===== config.mk =====
export PLATFORM = sky130hd
export DESIGN_NAME = adc_seq_ctrl
export DESIGN_NICKNAME = d
export VERILOG_FILES = /design/src/rtl/adc_seq_pkg.sv /design/src/rtl/adc_seq_trig.sv /design/src/rtl/adc_seq_timer.sv /design/src/rtl/adc_seq_ctrl.sv
export SDC_FILE = /design/constraint.sdc
export NUM_CORES = 1
export LEC_CHECK = 0
export BUFFER_PORTS_ARGS = -buffer_cell sky130_fd_sc_hd__buf_2
export CAP_MARGIN = 20
export CELL_PAD_IN_SITES_DETAIL_PLACEMENT = 1
export CELL_PAD_IN_SITES_GLOBAL_PLACEMENT = 2
export CORE_MARGIN = 8
export CORE_UTILIZATION = 25
export CTS_BUF_LIST = sky130_fd_sc_hd__clkbuf_8 sky130_fd_sc_hd__clkbuf_16
export CTS_CLUSTER_DIAMETER = 80
export DETAILED_ROUTE_END_ITERATION = 12
export GPL_TIMING_DRIVEN = 0
export PLACE_DENSITY = 0.7
export SLEW_MARGIN = 20
export SYNTH_ARGS = -nofsm -noshare
export SYNTH_HDL_FRONTEND = slang
export SYNTH_SLANG_ARGS = --single-unit
export TNS_END_PERCENT = 20

===== constraint.sdc =====
create_clock -name clk_i -period 1.6 [get_ports clk_i]
set_input_delay 0.08 -clock clk_i [delete_from_list [all_inputs] [get_ports clk_i]]
set_output_delay 0.08 -clock clk_i [all_outputs]
set_load 0.03 [all_outputs]

===== src/rtl/adc_seq_pkg.sv =====
package adc_seq_pkg;
  localparam int REG_W    = 16;
  localparam int SEL_W    = 4;
  localparam int BIT_EN   = 15;
  localparam int BIT_SIDL = 13;
  localparam int BIT_RSV  = 10;
  localparam int SEL_LSB  = 4;
  localparam int BIT_ASAM = 2;
  localparam int BIT_SAMP = 1;
  localparam int BIT_DONE = 0;

  localparam logic [SEL_W-1:0] SRC_SW   = 4'd0;
  localparam logic [SEL_W-1:0] SRC_AUTO = 4'd7;

  typedef struct packed {
    logic             en;
    logic             sidl;
    logic [SEL_W-1:0] sel;
    logic             asam;
  } cfg_t;
endpackage


===== src/rtl/adc_seq_trig.sv =====
module adc_seq_trig
  import adc_seq_pkg::*;
#(
  parameter int NUM_EXT = 5
) (
  input  logic               clk_i,
  input  logic               rst_ni,
  input  logic [NUM_EXT-1:0] ext_i,
  input  logic [SEL_W-1:0]   sel_i,
  output logic               fire_o
);
  logic [NUM_EXT-1:0] prev_q;
  logic [NUM_EXT-1:0] rise;

  for (genvar g = 0; g < NUM_EXT; g++) begin : g_edge
    always_ff @(posedge clk_i or negedge rst_ni) begin
      if (!rst_ni) prev_q[g] <= 1'b0;
      else         prev_q[g] <= ext_i[g];
    end
    assign rise[g] = ext_i[g] & ~prev_q[g];
  end

  // select value k+1 picks line k
  always_comb begin
    fire_o = 1'b0;
    for (int k = 0; k < NUM_EXT; k++)
      if (sel_i == SEL_W'(k + 1)) fire_o = rise[k];
  end
endmodule


===== src/rtl/adc_seq_timer.sv =====
module adc_seq_timer #(
  parameter int CNT_W = 5
) (
  input  logic             clk_i,
  input  logic             rst_ni,
  input  logic             clr_i,
  input  logic             run_i,
  input  logic [CNT_W-1:0] len_i,
  output logic             expire_o
);
  logic [CNT_W-1:0] cnt_q;
  logic [CNT_W-1:0] last;

  assign last     = (len_i == '0) ? '0 : len_i - 1'b1;
  assign expire_o = run_i & (cnt_q == last);

  always_ff @(posedge clk_i or negedge rst_ni) begin
    if (!rst_ni)    cnt_q <= '0;
    else if (clr_i) cnt_q <= '0;
    else if (run_i) cnt_q <= cnt_q + 1'b1;
  end
endmodule


===== src/rtl/adc_seq_ctrl.sv =====
module adc_seq_ctrl
  import adc_seq_pkg::*;
#(
  parameter int NUM_EXT = 5,
  parameter int CNT_W   = 5
) (
  input  logic               clk_i,
  input  logic               rst_ni,
  input  logic               wr_en_i,
  input  logic [REG_W-1:0]   wr_data_i,
  output logic [REG_W-1:0]   rd_data_o,
  input  logic [NUM_EXT-1:0] trig_i,
  input  logic               idle_i,
  input  logic [CNT_W-1:0]   smp_len_i,
  input  logic               conv_done_i,
  output logic               sample_o,
  output logic               conv_start_o
);
  cfg_t cfg_q;
  logic samp_q, busy_q, done_q, start_q;
  logic halt, live;
  logic trig_fire, tmr_expire;
  logic wr_samp, sw_end, sw_abort, sw_start;
  logic end_evt, complete;
  logic unused_wr;

  assign unused_wr = ^{wr_data_i[14], wr_data_i[12:8], wr_data_i[3]};

  assign halt    = cfg_q.sidl & idle_i;
  assign live    = cfg_q.en & ~halt;
  assign wr_samp = wr_data_i[BIT_SAMP];

  adc_seq_trig #(.NUM_EXT(NUM_EXT)) u_trig (
    .clk_i  (clk_i),
    .rst_ni (rst_ni),
    .ext_i  (trig_i),
    .sel_i  (cfg_q.sel),
    .fire_o (trig_fire)
  );

  adc_seq_timer #(.CNT_W(CNT_W)) u_timer (
    .clk_i    (clk_i),
    .rst_ni   (rst_ni),
    .clr_i    (~samp_q),
    .run_i    (live & samp_q & (cfg_q.sel == SRC_AUTO)),
    .len_i    (smp_len_i),
    .expire_o (tmr_expire)
  );

  // sample-bit writes are judged against the select in force before the write
  assign sw_end   = wr_en_i & samp_q & ~wr_samp & (cfg_q.sel == SRC_SW);
  assign sw_abort = wr_en_i & samp_q & ~wr_samp & (cfg_q.sel != SRC_SW);
  assign sw_start = wr_en_i & wr_samp & ~samp_q & ~busy_q;
  assign end_evt  = live & (sw_end | (samp_q & (trig_fire | tmr_expire)));
  assign complete = live & busy_q & conv_done_i;

  always_ff @(posedge clk_i or negedge rst_ni) begin
    if (!rst_ni) begin
      cfg_q   <= '0;
      samp_q  <= 1'b0;
      busy_q  <= 1'b0;
      start_q <= 1'b0;
    end else begin
      start_q <= end_evt;
      if (wr_en_i) begin
        cfg_q.en   <= wr_data_i[BIT_EN];
        cfg_q.sidl <= wr_data_i[BIT_SIDL];
        cfg_q.sel  <= wr_data_i[SEL_LSB +: SEL_W];
        cfg_q.asam <= wr_data_i[BIT_ASAM];
      end
      if (!cfg_q.en) begin
        samp_q <= 1'b0;
        busy_q <= 1'b0;
      end else if (!halt) begin
        if (end_evt) begin
          samp_q <= 1'b0;
          busy_q <= 1'b1;
        end else if (complete) begin
          busy_q <= 1'b0;
          samp_q <= cfg_q.asam;
        end else if (sw_abort) begin
          samp_q <= 1'b0;
        end else if (sw_start) begin
          samp_q <= 1'b1;
        end
      end
    end
  end

  // hardware set wins over a same-cycle software clear
  always_ff @(posedge clk_i or negedge rst_ni) begin
    if (!rst_ni)                            done_q <= 1'b0;
    else if (complete)                      done_q <= 1'b1;
    else if (end_evt)                       done_q <= 1'b0;
    else if (wr_en_i && !wr_data_i[BIT_DONE]) done_q <= 1'b0;
  end

  always_comb begin
    rd_data_o                     = '0;
    rd_data_o[BIT_EN]             = cfg_q.en;
    rd_data_o[BIT_SIDL]           = cfg_q.sidl;
    rd_data_o[BIT_RSV]            = 1'b1;
    rd_data_o[SEL_LSB +: SEL_W]   = cfg_q.sel;
    rd_data_o[BIT_ASAM]           = cfg_q.asam;
    rd_data_o[BIT_SAMP]           = samp_q;
    rd_data_o[BIT_DONE]           = done_q;
  end

  assign sample_o     = samp_q & live;
  assign conv_start_o = start_q;
endmodule


==> results.txt, run 1 <==
- Clock tree from TritonCTS: yes
- The worst setup path is of the reg -> reg kind.
- Clock tree synthesis selected as its root buffer the cell sky130_fd_sc_hd__clkbuf_8.
- Final core area utilization: 34.5%
- Synth area leader: sky130_fd_sc_hd__dfrtp_1
* Relative area change from synthesis to final layout: 33.4%
- Grt met3 use: 4.01%
- GP Congestion: 0.700
* WP data arrival: 1.94 ns
* Critical path endpoint category: flip-flop
- Most used DFF post-synth: sky130_fd_sc_hd__dfrtp_1
* DRT Pass-1 Iters: 3
- Each instance of the synthesized netlist takes up on average 10.1 um2.
- Violations in the final reports: setup timing
- Met1 global-route usage: 9.90%
- Global-route congestion overflow total: 0
- The die covers 0.00734 mm2.
- Once detail routing completed, the nets flagged for antenna violations numbered 0.
* Leakage dissipation: 0.766 nW
* Hold Vio Cnt, Final: 0
* Clock tree buffer depth: 2
* Post-synthesis register bit count: 21
- Number of placed instances with taps included: 212
- For this block, the via count after detailed routing is 1069.
- Critical path data required time: 1.80 ns
- Maximum number of pins on one net before global-route repair: 22
- Diode count: 0
- Startpoint Class: flip-flop
- Source-to-sink clock delay at the later pin of the worst-skew pair: 0.26 ns
- Final HPWL from detailed placement: 2630 um
- The routed design has 3260 um of wire.
- PnR worst setup slack: -0.135 ns
- Max IR drop VDD: 0.000494 V
* Highest net fanout along the worst path: 8
* Y dimension of the die: 85.7 um
- Post-route setup TNS: -0.475 ns
* Met2 track utilization from global routing: 16.2%
* Initial Utilization: 25.9%
- Setup violations remaining at the end of the flow were counted as 4.
- In the post-synthesis netlist, the biggest area contributors are sky130_fd_sc_hd__dfrtp_1 (43%), sky130_fd_sc_hd__mux2_2 (6.5%), sky130_fd_sc_hd__buf_4 (5.6%).
* Ratio of cells with drive above 1 in the final layout: 40.5%
- The floorplan step defined a core boundary enclosing 0.00469 mm2.
* Number of antenna violations at the first check in global routing: 0
* Filler cell count in the final layout: 563
- Headroom to the max-slew limit came out at 66.6%.
- Min Tclk post-route: 1.73 ns
- Number of cells produced by synthesis: 120
- Library cells used by synthesis: 44
- Max-slew violation count: 0
* Core Rows: 25
* Chip width: 85.7 um
- Cell with the most instances after synthesis: sky130_fd_sc_hd__dfrtp_1
- The first global-routing pass estimated 5560 um of wire.
- For this run, the number of standard cells in the final layout without fillers is 222.
- Nets: 202
* Clock-pin slew reported for the worst setup and hold paths after clock tree synthesis: 0.08 ns
- Vias in the first global route: 1209
- Number of max-capacitance violations reported: 0
- In this run, CTS created clock tree buffers numbering 3.
- Top cell types by occurrence after synthesis: sky130_fd_sc_hd__dfrtp_1 (21), sky130_fd_sc_hd__buf_4 (9), sky130_fd_sc_hd__nand2_1 (8)
* Most crowded layer after global routing: met2
* Worst Hold Slack: 0.0446 ns
- Share of flip-flops with an asynchronous set or reset after synthesis: 100%
- In the final routed layout, each cell accounts on average for 14.7 um.
* Count of unresolved DRC violations after routing: 0
* Hold Crit Class: in -> reg
- After detailed routing, the number of vias per cell comes to 4.82.
* Transition time at the pin with the least slew margin: 0.501 ns
- After synthesis, flip-flops and latches occupy 43.3% of the total area.
- Count of port buffers added during placement: 33
* Num Clock Sinks: 21
* Number of enable-type register cells in the synthesized netlist: 0
* Final worst clock skew: 0.00255 ns
* Portion of the clock cycle consumed by the worst path in the final layout: 108%
- Max frequency: 577 MHz
* Area share of the largest cell type after synthesis: 43.3%
- Power density cells: 761 mW/mm2
- CTS built an H-tree with a depth of 1.
- After layout, the design draws a total of 1.23 mW.
- Number of DRC markers after the initial detailed-route iteration: 13
- For this design the top-level I/O count stands at 49.
* RSZ-0062 raised after global routing: yes
* Global routing usage summed across all routing layers: 9.25%
- Count of yosys warnings during synthesis: 0
- The run finished, with violations left.
- Area of the mapped netlist: 0.00121 mm2
final timing paths:
kind                                   from               end  slack (ns)  cells after the start
min reg2reg                    rd_data_o[2]      rd_data_o[2]        0.57                      1
max in group asynchronous            rst_ni     rd_data_o[15]        0.92                      2
max reg2reg                u_timer.cnt_q[2]            busy_q       -0.13                      6
min                           wr_data_i[15]     rd_data_o[15]        0.04                      2
max                        u_timer.cnt_q[2]            busy_q       -0.13                      6
min in group asynchronous            rst_ni  u_trig.prev_q[1]        0.31                      2
power breakdown:
group | leakage [nW] | internal [mW] | switching (mW)
clock | 0.0255 | 0.174 | 0.183
sequential | 0.263 | 0.559 | 0.0339
combinational | 0.477 | 0.124 | 0.159
total | 0.766 | 0.857 | 0.376
metal layers:
metal / up-vias / routed length (um)
met3: 3 / 279
met1: 525 / 1340
li1: 509 / -
met2: 32 / 1600
met5: - / 0
met4: 0 / 33
registers in the layout, summed over array words and instances (netlist names):
register and flops:
busy_q 1, conv_start_o 1, done_q 1, rd_data_o 7
samp_q 1, u_timer.cnt_q 5, u_trig.prev_q 5
repair_timing:
item                                    4_1_cts  5_1_grt
cloned                                        0        0
gates resized for setup                       1        2
hold buffers                                  6        0
buffers inserted                              0        0
endpoints found under the setup margin        4        5
endpoints found under the hold margin        26        0
through the flow:
step / setup slack (ns) / area (um2)
after global routing: -0.209 / 1620
after global placement: -0.302 / 1500
final: -0.135 / 1620
after CTS: -0.150 / 1610
after floorplan: -0.0241 / 1260
after detailed placement: -0.335 / 1500
critical path: stages, from the launching register on:
cell and delay [ns]:
sky130_fd_sc_hd__dfrtp_1 0.38, sky130_fd_sc_hd__buf_6 0.14, sky130_fd_sc_hd__o21ba_1 0.16, sky130_fd_sc_hd__a221o_2 0.35
sky130_fd_sc_hd__a32o_2 0.24, sky130_fd_sc_hd__a211oi_4 0.23, sky130_fd_sc_hd__a311o_1 0.17
layout by cell type (no fill, tap or decap), drive strengths merged, types with 2 or more instances in the layout:
cell,n
mux2i,2
nand3,5
o21ai,5
inv,5
a32o,2
dfrtp,21
a21oi,2
o22ai,2
and2,4
xnor2,4
xor2,2
nor2,4
or3,2
conb,7
and3,2
clkbuf,5
nand4,3
mux2,7
nand2,8
dlygate4sd3,6
ha,2
nor3,3
buf,43
nor2b,2
a211oi,2
final cells by class:
type	count	area [um2]	area share (%)
Sequential cell	21	528	32.6
Inverter	5	18.8	1.16
Timing Repair Buffer	39	225	13.9
Buffer	12	96.3	5.95
Clock inverter	1	5.00	0.309
Multi-Input combinational cell	87	637	39.3
Tap cell	54	67.6	4.17
Clock buffer	3	41.3	2.55
kinds of logic (layout without fill, tap and decap cells):
group	Yosys count	after routing	synth area share, %
and+or+nand+nor	43	43	20.5
xor gates and xnor gates	6	6	4.33
AOI/OAI and AO/OA	20	20	12.4
other	2	7	0.619
buffers and inverters	17	60	8.66
DFF	21	21	43.3
adders and majority gates	2	2	2.06
muxes	9	9	8.14
Note: power is estimated with default switching activity, not from simulation.
==> run 2, diff against run 1 <==
CORE_UTILIZATION = 30   (was 25)
PLACE_DENSITY = 0.8   (was 0.7)
REMOVE_ABC_BUFFERS = 1   (was not set)
clock period = 2.1 ns   (was 1.6 ns; I/O delays follow)
==> run 2 against run 1 <==
  * The flow now finishes without violations
  * Routed wire length decreased by 6.6%
  * Design area decreased by 8.3%
  * Global-route usage increased by 1.1 points
  * Core utilization increased by 3.2 points
  * Non-clock buffer count decreased by 11
  * Critical endpoint is now done_q
  * Largest power group unchanged
  * Highest routed layer unchanged
==> results.txt, run 2 (same netlist as run 1, synthesis figures left out) <==
- Run status: finished clean (was complete, but fails checks).
- The worst-path maximum fanout is 8 (unchanged).
- Buffer type at the clock tree root: sky130_fd_sc_hd__clkbuf_8 (unchanged)
- Leakage dissipation: 0.707 nW (was 0.766 nW)
- DRT Pass-1 Iters: 4 (was 3)
- The clock latency at the later pin of the worst-skew pair was 0.27 ns (was 0.26 ns).
- Number of vias per cell: 4.89 (was 4.82)
- Bufs and invs on worst path: 0 (was 1)
* Count of port buffers added during placement: 34 (was 33)
* Post-route antenna net violation count: 0 (unchanged)
- Portion of the clock cycle consumed by the worst path in the final layout: 90.7% (was 108%)
- Num Clock Sinks: 21 (unchanged)
- The clock-pin slew on the worst setup and hold paths is 0.08 ns (about the same).
- Total die area: 0.00634 mm2 (was 0.00734 mm2)
- Average wire per standard cell: 14.7 um (about the same)
- Cell Chain, Critical Path: o21ba_1 -> a221o_2 -> a32o_2 -> a211oi_2 -> o31ai_1 (was buf_6 -> o21ba_1 -> a221o_2 -> a32o_2 -> a211oi_4 -> a311o_1)
- The global-route wire length before repair is 5260 um (was 5560 um).
* Count of unresolved DRC violations after routing: 0 (unchanged)
* Num CTS Buffers: 3 (unchanged)
- The diode insertion count for antenna repair is 0 (unchanged).
- Critical path endpoint category: flip-flop (unchanged)
- Maximum number of pins on one net before global-route repair: 22 (unchanged)
* Final setup violation count: 0 (was 4)
- The maximum count of clock buffers along a single path was 2 (unchanged).
- Global-route congestion overflow total: 0 (unchanged)
- The delay contributed by the slowest stage of the critical path is 0.48 ns (was 0.38 ns).
* Vias in the first global route: 1207 (was 1209)
- Clock tree from TritonCTS: yes (unchanged)
- The max-slew violation total from the final report was 0 (unchanged).
- The area taken by flip-flops and latches is 526 um2 (was 528 um2).
- The number of levels in the clock H-tree is 1 (unchanged).
- The worst voltage drop across the vdd grid was 0.000437 V (was 0.000494 V).
- The total power density per cell area is 611 mW/mm2 (was 761 mW/mm2).
- Most used cells in the layout excluding fill and tap cells: sky130_fd_sc_hd__buf_2 (34), sky130_fd_sc_hd__dfrtp_1 (21), sky130_fd_sc_hd__nand2_1 (8) (was sky130_fd_sc_hd__buf_2 (33), sky130_fd_sc_hd__dfrtp_1 (19), sky130_fd_sc_hd__buf_4 (9))
* Chip width: 79.6 um (was 85.7 um)
- The DRC violation total after the first TritonRoute iteration was 16 (was 13).
- The max-capacitance violation count came to 0 (unchanged).
* Core Rows: 23 (was 25)
- Number of instances resized during post-cts repair: 0 (was 1)
* Area of combinational cells with multiple inputs: 602 um2 (was 637 um2)
- The routability-driven placement congestion ratio came to 0.710 (was 0.700).
* Critical path data required time: 2.24 ns (was 1.80 ns)
- Routed via count: 1012 (was 1069)
- Hold Vio Cnt, Final: 0 (unchanged)
* Post-route setup TNS: 0 ns (was -0.475 ns)
- RSZ-0062 raised after global routing: no (was yes).
- Area of the placeable core: 0.00394 mm2 (was 0.00469 mm2)
- The flip-flop count of the largest register, all copies and words added is 7 (unchanged).
* Nets: 191 (was 202)
- Hold Crit Class: in -> reg (unchanged)
- The most frequent standard cell in the layout excluding fill and tap cells is sky130_fd_sc_hd__buf_2 (unchanged).
- The category of the worst setup path launch point was a flip-flop (unchanged).
- Ratio of cells with drive above 1 in the final layout: 31.2% (was 40.5%)
* Filler cell count in the final layout: 466 (was 563)
- The maximum clock frequency is 525 MHz (was 577 MHz).
- The initial core utilization came to 30.8% (was 25.9%).
- The critical path's slowest cell was sky130_fd_sc_hd__dfrtp_1 (unchanged).
* Global routing usage summed across all routing layers: 10.3% (was 9.25%)
* Kind of critical path: reg -> reg (unchanged)
* Final core area utilization: 37.7% (was 34.5%)
- Count of pins on the block boundary: 49 (unchanged)
- The total wire length was 3040 um (was 3260 um).
- The area growth from synthesis to layout is 22.4% (was 33.4%).
- The number of antenna violations at the first check in global routing is 0 (unchanged).
- Worst path top cell family by delay: compound AO/OA/AOI/OAI gates (unchanged)
- Y dimension of the die: 79.6 um (was 85.7 um)
- The post-layout minimum cycle time came to 1.90 ns (was 1.73 ns).
- The data arrival at the endpoint of the critical path was 2.05 ns (was 1.94 ns).
* Final worst clock skew: 0.00481 ns (was 0.00255 ns)
- Final HPWL from detailed placement: 2410 um (was 2630 um)
[run 2: path summary, 6_finish.rpt]
path / from / end / cells after the start / slack (ns)
setup reg to reg: u_timer.cnt_q[2] / done_q / 5 / 0.20
min in group asynchronous: rst_ni / rd_data_o[2] / 2 / 0.32
setup / recovery: u_timer.cnt_q[2] / done_q / 5 / 0.20
hold / removal: wr_data_i[7] / rd_data_o[7] / 2 / 0.06
max in group asynchronous: rst_ni / rd_data_o[15] / 2 / 1.46
hold reg to reg: done_q / done_q / 2 / 0.55
[run 2: layer usage]
| metal | wire length [um] | global-route usage (%) | part of all wire (%) | vias up |
|---|---|---|---|---|
| met5 | 0 | 0 | 0 | - |
| met4 | 44 | 4.44 | 1.4 | 0 |
| met3 | 249 | 3.60 | 8.2 | 3 |
| met2 | 1460 | 18.1 | 48 | 34 |
| met1 | 1280 | 10.8 | 42 | 488 |
| li1 | - | - | - | 487 |
[run 2: timing repair]
item	CTS	global route
setup buffers	0	0
hold buffers	6	0
endpoints found under the hold margin	26	0
[run 2: report_power, final]
part           internal [mW]  switching [mW]
registers              0.426          0.0289
logic                 0.0742           0.111
clock network          0.133           0.134
total                  0.632           0.275
[run 2: final cells by class]
class | instances | share of cell area, %
timing repair buffer | 40 | 15.5
multi-input combinational | 87 | 40.5
inverter | 5 | 1.26
tap | 50 | 4.21
clock inverter | 1 | 0.337
clock buffer | 3 | 2.78
sequential | 21 | 35.4
[run 2: metrics by stage]
stage                     cells  cell area [um2]  hold slack (ns)  power (mW)  setup slack (ns)
after floorplan             113             1150           -0.191       0.566             0.187
after global placement      197             1380           0.0780       0.633            0.0761
after detailed placement    197             1380           0.0958       0.642            0.0132
after CTS                   207             1490           0.0552       0.926             0.182
after global routing        207             1490           0.0636       0.957            0.0737
final                       207             1490           0.0628       0.907             0.195
[run 2: worst register-to-register path, delay by kind of cell (launching register included)]
family | cells | cell delay [ns]
compound gates | 5 | 1.30
flops | 1 | 0.48
==> run 3, diff against run 2 <==
GPL_TIMING_DRIVEN = 1   (was 0)
SLEW_MARGIN = not set   (was 20)
==> run 3 against run 2 <==
  * Critical path depth did not move
  * Clock power grew 1%
  * Non-clock buffer count is 2 higher
  * Maximum frequency rose by 1.1%
  * Register-to-register slack improved by 0.02 ns
  * Sequential share of layout area decreased by 0.35 points
  * Critical endpoint unchanged
  * Combinational power is 6% higher
  * Die area did not move
  * Highest routed layer unchanged
  * Core utilization is 0.38 points higher
==> results.txt, run 3 (same netlist as run 1, synthesis figures left out) <==
- Highest routed metal layer: met4 (unchanged)
- The clock latency at the later pin of the worst-skew pair came to 0.27 ns (about the same).
- Vias in the first global route: 1188 (was 1207)
- The setup TNS came to 0 ns (unchanged).
- The number of I/O pins came to 49 (unchanged).
* WP data arrival: 2.02 ns (was 2.05 ns)
- The internal power was 0.637 mW (was 0.632 mW).
- Post-route antenna net violation count: 0 (unchanged)
- Min Tclk post-route: 1.88 ns (was 1.90 ns)
* Hold Crit Class: in -> reg (unchanged)
* Number of cells traversed by the worst register-to-register path: 5 (unchanged)
* Number of DRC markers after the initial detailed-route iteration: 6 (was 16)
- The diode insertion count for antenna repair was 0 (unchanged).
- Routed length on met1: 1320 um (was 1280 um)
- Leading cell type in the layout, fill and taps excluded: sky130_fd_sc_hd__buf_2 (unchanged)
* Count of hold buffers inserted by post-cts repair: 6 (unchanged)
* Leakage dissipation: 0.717 nW (was 0.707 nW)
- The initial core utilization is 30.8% (unchanged).
- The nature of the critical path endpoint is a flip-flop (unchanged).
- Average wire per standard cell: 14.6 um (was 14.7 um)
- Filler cell count in the final layout: 462 (was 466)
* DRT Pass-1 Iters: 4 (unchanged)
* Run status: finished clean (unchanged)
- The worst hold endpoint was rd_data_o[4] (was rd_data_o[7]).
* Count of port buffers added during placement: 34 (unchanged)
* Count of unresolved DRC violations after routing: 0 (unchanged)
- Sw Ratio: 30.5% (was 30.3%)
- Final setup violation count: 0 (unchanged)
- Portion of total power attributed to sequential cells: 49.0% (was 50.1%)
* Highest net fanout along the worst path: 8 (unchanged)
- Number of placed instances with taps included: 199 (was 197)
- The launch point of the worst hold path is wr_data_i[4] (was wr_data_i[7]).
- Startpoint Class: flip-flop (unchanged)
- The ratio of cells with drive above 1 in the final layout was 32.1% (was 31.2%).
* Number of instances resized during post-cts repair: 0 (unchanged)
- Buffer type at the clock tree root: sky130_fd_sc_hd__clkbuf_8 (unchanged)
* PnR worst setup slack: 0.216 ns (was 0.195 ns)
- The area of the die is 0.00634 mm2 (unchanged).
- The detailed route wirelength on metal3 was 243 um (was 249 um).
- Register cell area after layout: 526 um2 (unchanged)
* Hold Crit Depth: 2 (unchanged)
- Global routing usage summed across all routing layers: 9.89% (was 10.3%)
- The flip-flop count of the largest register, all copies and words added was 7 (unchanged).
- The number of setup buffers added after CTS is 0 (unchanged).
- The routability-driven placement congestion ratio is 0.727 (was 0.710).
* Core Rows: 23 (unchanged)
- The multi-input combinational cell area was 602 um2 (unchanged).
- The worst voltage drop across the vdd grid came to 0.000418 V (was 0.000437 V).
* Portion of the clock cycle consumed by the worst path in the final layout: 89.7% (was 90.7%)
- RSZ-0062 raised after global routing: no (unchanged)
- The global-route wire length before repair came to 5050 um (was 5260 um).
- Area of the placeable core: 0.00394 mm2 (unchanged)
* Relative area change from synthesis to final layout: 23.6% (was 22.4%)
* Clock tree from TritonCTS: yes (unchanged)
* Hold Vio Cnt, Final: 0 (unchanged)
- The horizontal extent of the die came to 79.6 um (unchanged).
* Crit Reg-Reg Startpoint: u_timer.cnt_q[2] (unchanged)
- Maximum number of pins on one net before global-route repair: 22 (unchanged)
* DR WL met2: 1450 um (was 1460 um)
* Number of vias per cell: 4.89 (about the same)
- The total net switching power came to 0.279 mW (was 0.275 mW).
- Clock-pin slew reported for the worst setup and hold paths after clock tree synthesis: 0.08 ns (about the same)
- The final net count was 193 (was 191).
- The maximum count of clock buffers along a single path came to 2 (unchanged).
- Register-to-register setup slack: 0.22 ns (was 0.20 ns)
- Final HPWL from detailed placement: 2480 um (was 2410 um)
- Combinational Power Share: 21.4% (was 20.5%)
- The total power density per cell area is 611 mW/mm2 (about the same).
- Reg-to-reg critical path endpoint: done_q (unchanged)
- Critical path data required time: 2.24 ns (about the same)
* Dpl ws: 0.0276 ns (was 0.0132 ns)
* Max-slew violation count: 0 (unchanged)
* Num CTS Buffers: 3 (unchanged)
- Number of max-capacitance violations reported: 0 (unchanged)
- Y dimension of the die: 79.6 um (unchanged)
- The maximum clock frequency came to 531 MHz (was 525 MHz).
- The number of levels in the clock H-tree was 1 (unchanged).
* Kind of critical path: reg -> reg (unchanged)
* Number of antenna violations at the first check in global routing: 0 (unchanged)
* Num Clock Sinks: 21 (unchanged)
- Routed via count: 1022 (was 1012)
* Global-route congestion overflow total: 0 (unchanged)
- The number of standard cells in the final layout excluding fillers was 209 (was 207).
- Most used cells in the layout excluding fill and tap cells: sky130_fd_sc_hd__buf_2 (34), sky130_fd_sc_hd__dfrtp_1 (21), sky130_fd_sc_hd__nand2_1 (8) (unchanged)
* Detailed-route wire length: 3050 um (was 3040 um)
- Fraction of power consumed by the clock network: 29.6% (was 29.4%)
- Final worst clock skew: 0.00796 ns (was 0.00481 ns)
run 3: cell count changes in the layout (fill, tap and decap cells not counted):
cell                    before  now
sky130_fd_sc_hd__buf_4       0    2
run 3: stage by stage:
stage / utilization (%) / hold slack [ns] / power [mW] / instance area, um2
after floorplan: - / -0.191 / 0.566 / 1150
after global placement: 35.4 / 0.0764 / 0.640 / 1390
after detailed placement: 35.4 / 0.0919 / 0.647 / 1390
after CTS: 38.1 / 0.0589 / 0.930 / 1500
after global routing: 38.1 / 0.0594 / 0.958 / 1500
final: 38.1 / 0.0647 / 0.917 / 1500
run 3: area by class of cell:
class,instances,share of cell area [%]
Sequential cell,21,35.0
Clock buffer,3,2.75
Multi-Input combinational cell,87,40.1
Clock inverter,1,0.334
Tap cell,50,4.17
Inverter,5,1.25
Timing Repair Buffer,42,16.3
run 3: worst max-delay path by stage:
stage | slack [ns] | start | to
6_report | 0.22 | u_timer.cnt_q[2] | done_q
2_1_floorplan | 0.19 | rd_data_o[15] | done_q
4_1_cts | 0.20 | u_timer.cnt_q[2] | done_q
5_1_grt | 0.13 | u_timer.cnt_q[2] | done_q
3_5_place_dp | 0.03 | smp_len_i[0] | done_q
3_3_place_gp | 0.1 | smp_len_i[0] | done_q
run 3: power groups by stage:
stage               clock [mW]  sequential (mW)  combinational (mW)
floorplan                    0            0.487              0.0786
global placement             0            0.456               0.184
detailed placement           0            0.458               0.189
CTS                      0.281            0.450               0.198
global route             0.290            0.455               0.213
finish                   0.271            0.449               0.196
run 3: per-layer routing:
metal	track usage, %	vias up
li1	-	490
met1	11.0	495
met2	16.4	34
met3	3.94	3
met4	3.89	0
met5	0	-
run 3: worst max-delay path, cell delays in order, from the launching register on:
cell,delay (ns)
sky130_fd_sc_hd__dfrtp_1,0.49
sky130_fd_sc_hd__o21ba_1,0.22
sky130_fd_sc_hd__a221o_2,0.38
sky130_fd_sc_hd__a32o_2,0.24
sky130_fd_sc_hd__a211oi_2,0.31
sky130_fd_sc_hd__o31ai_1,0.12
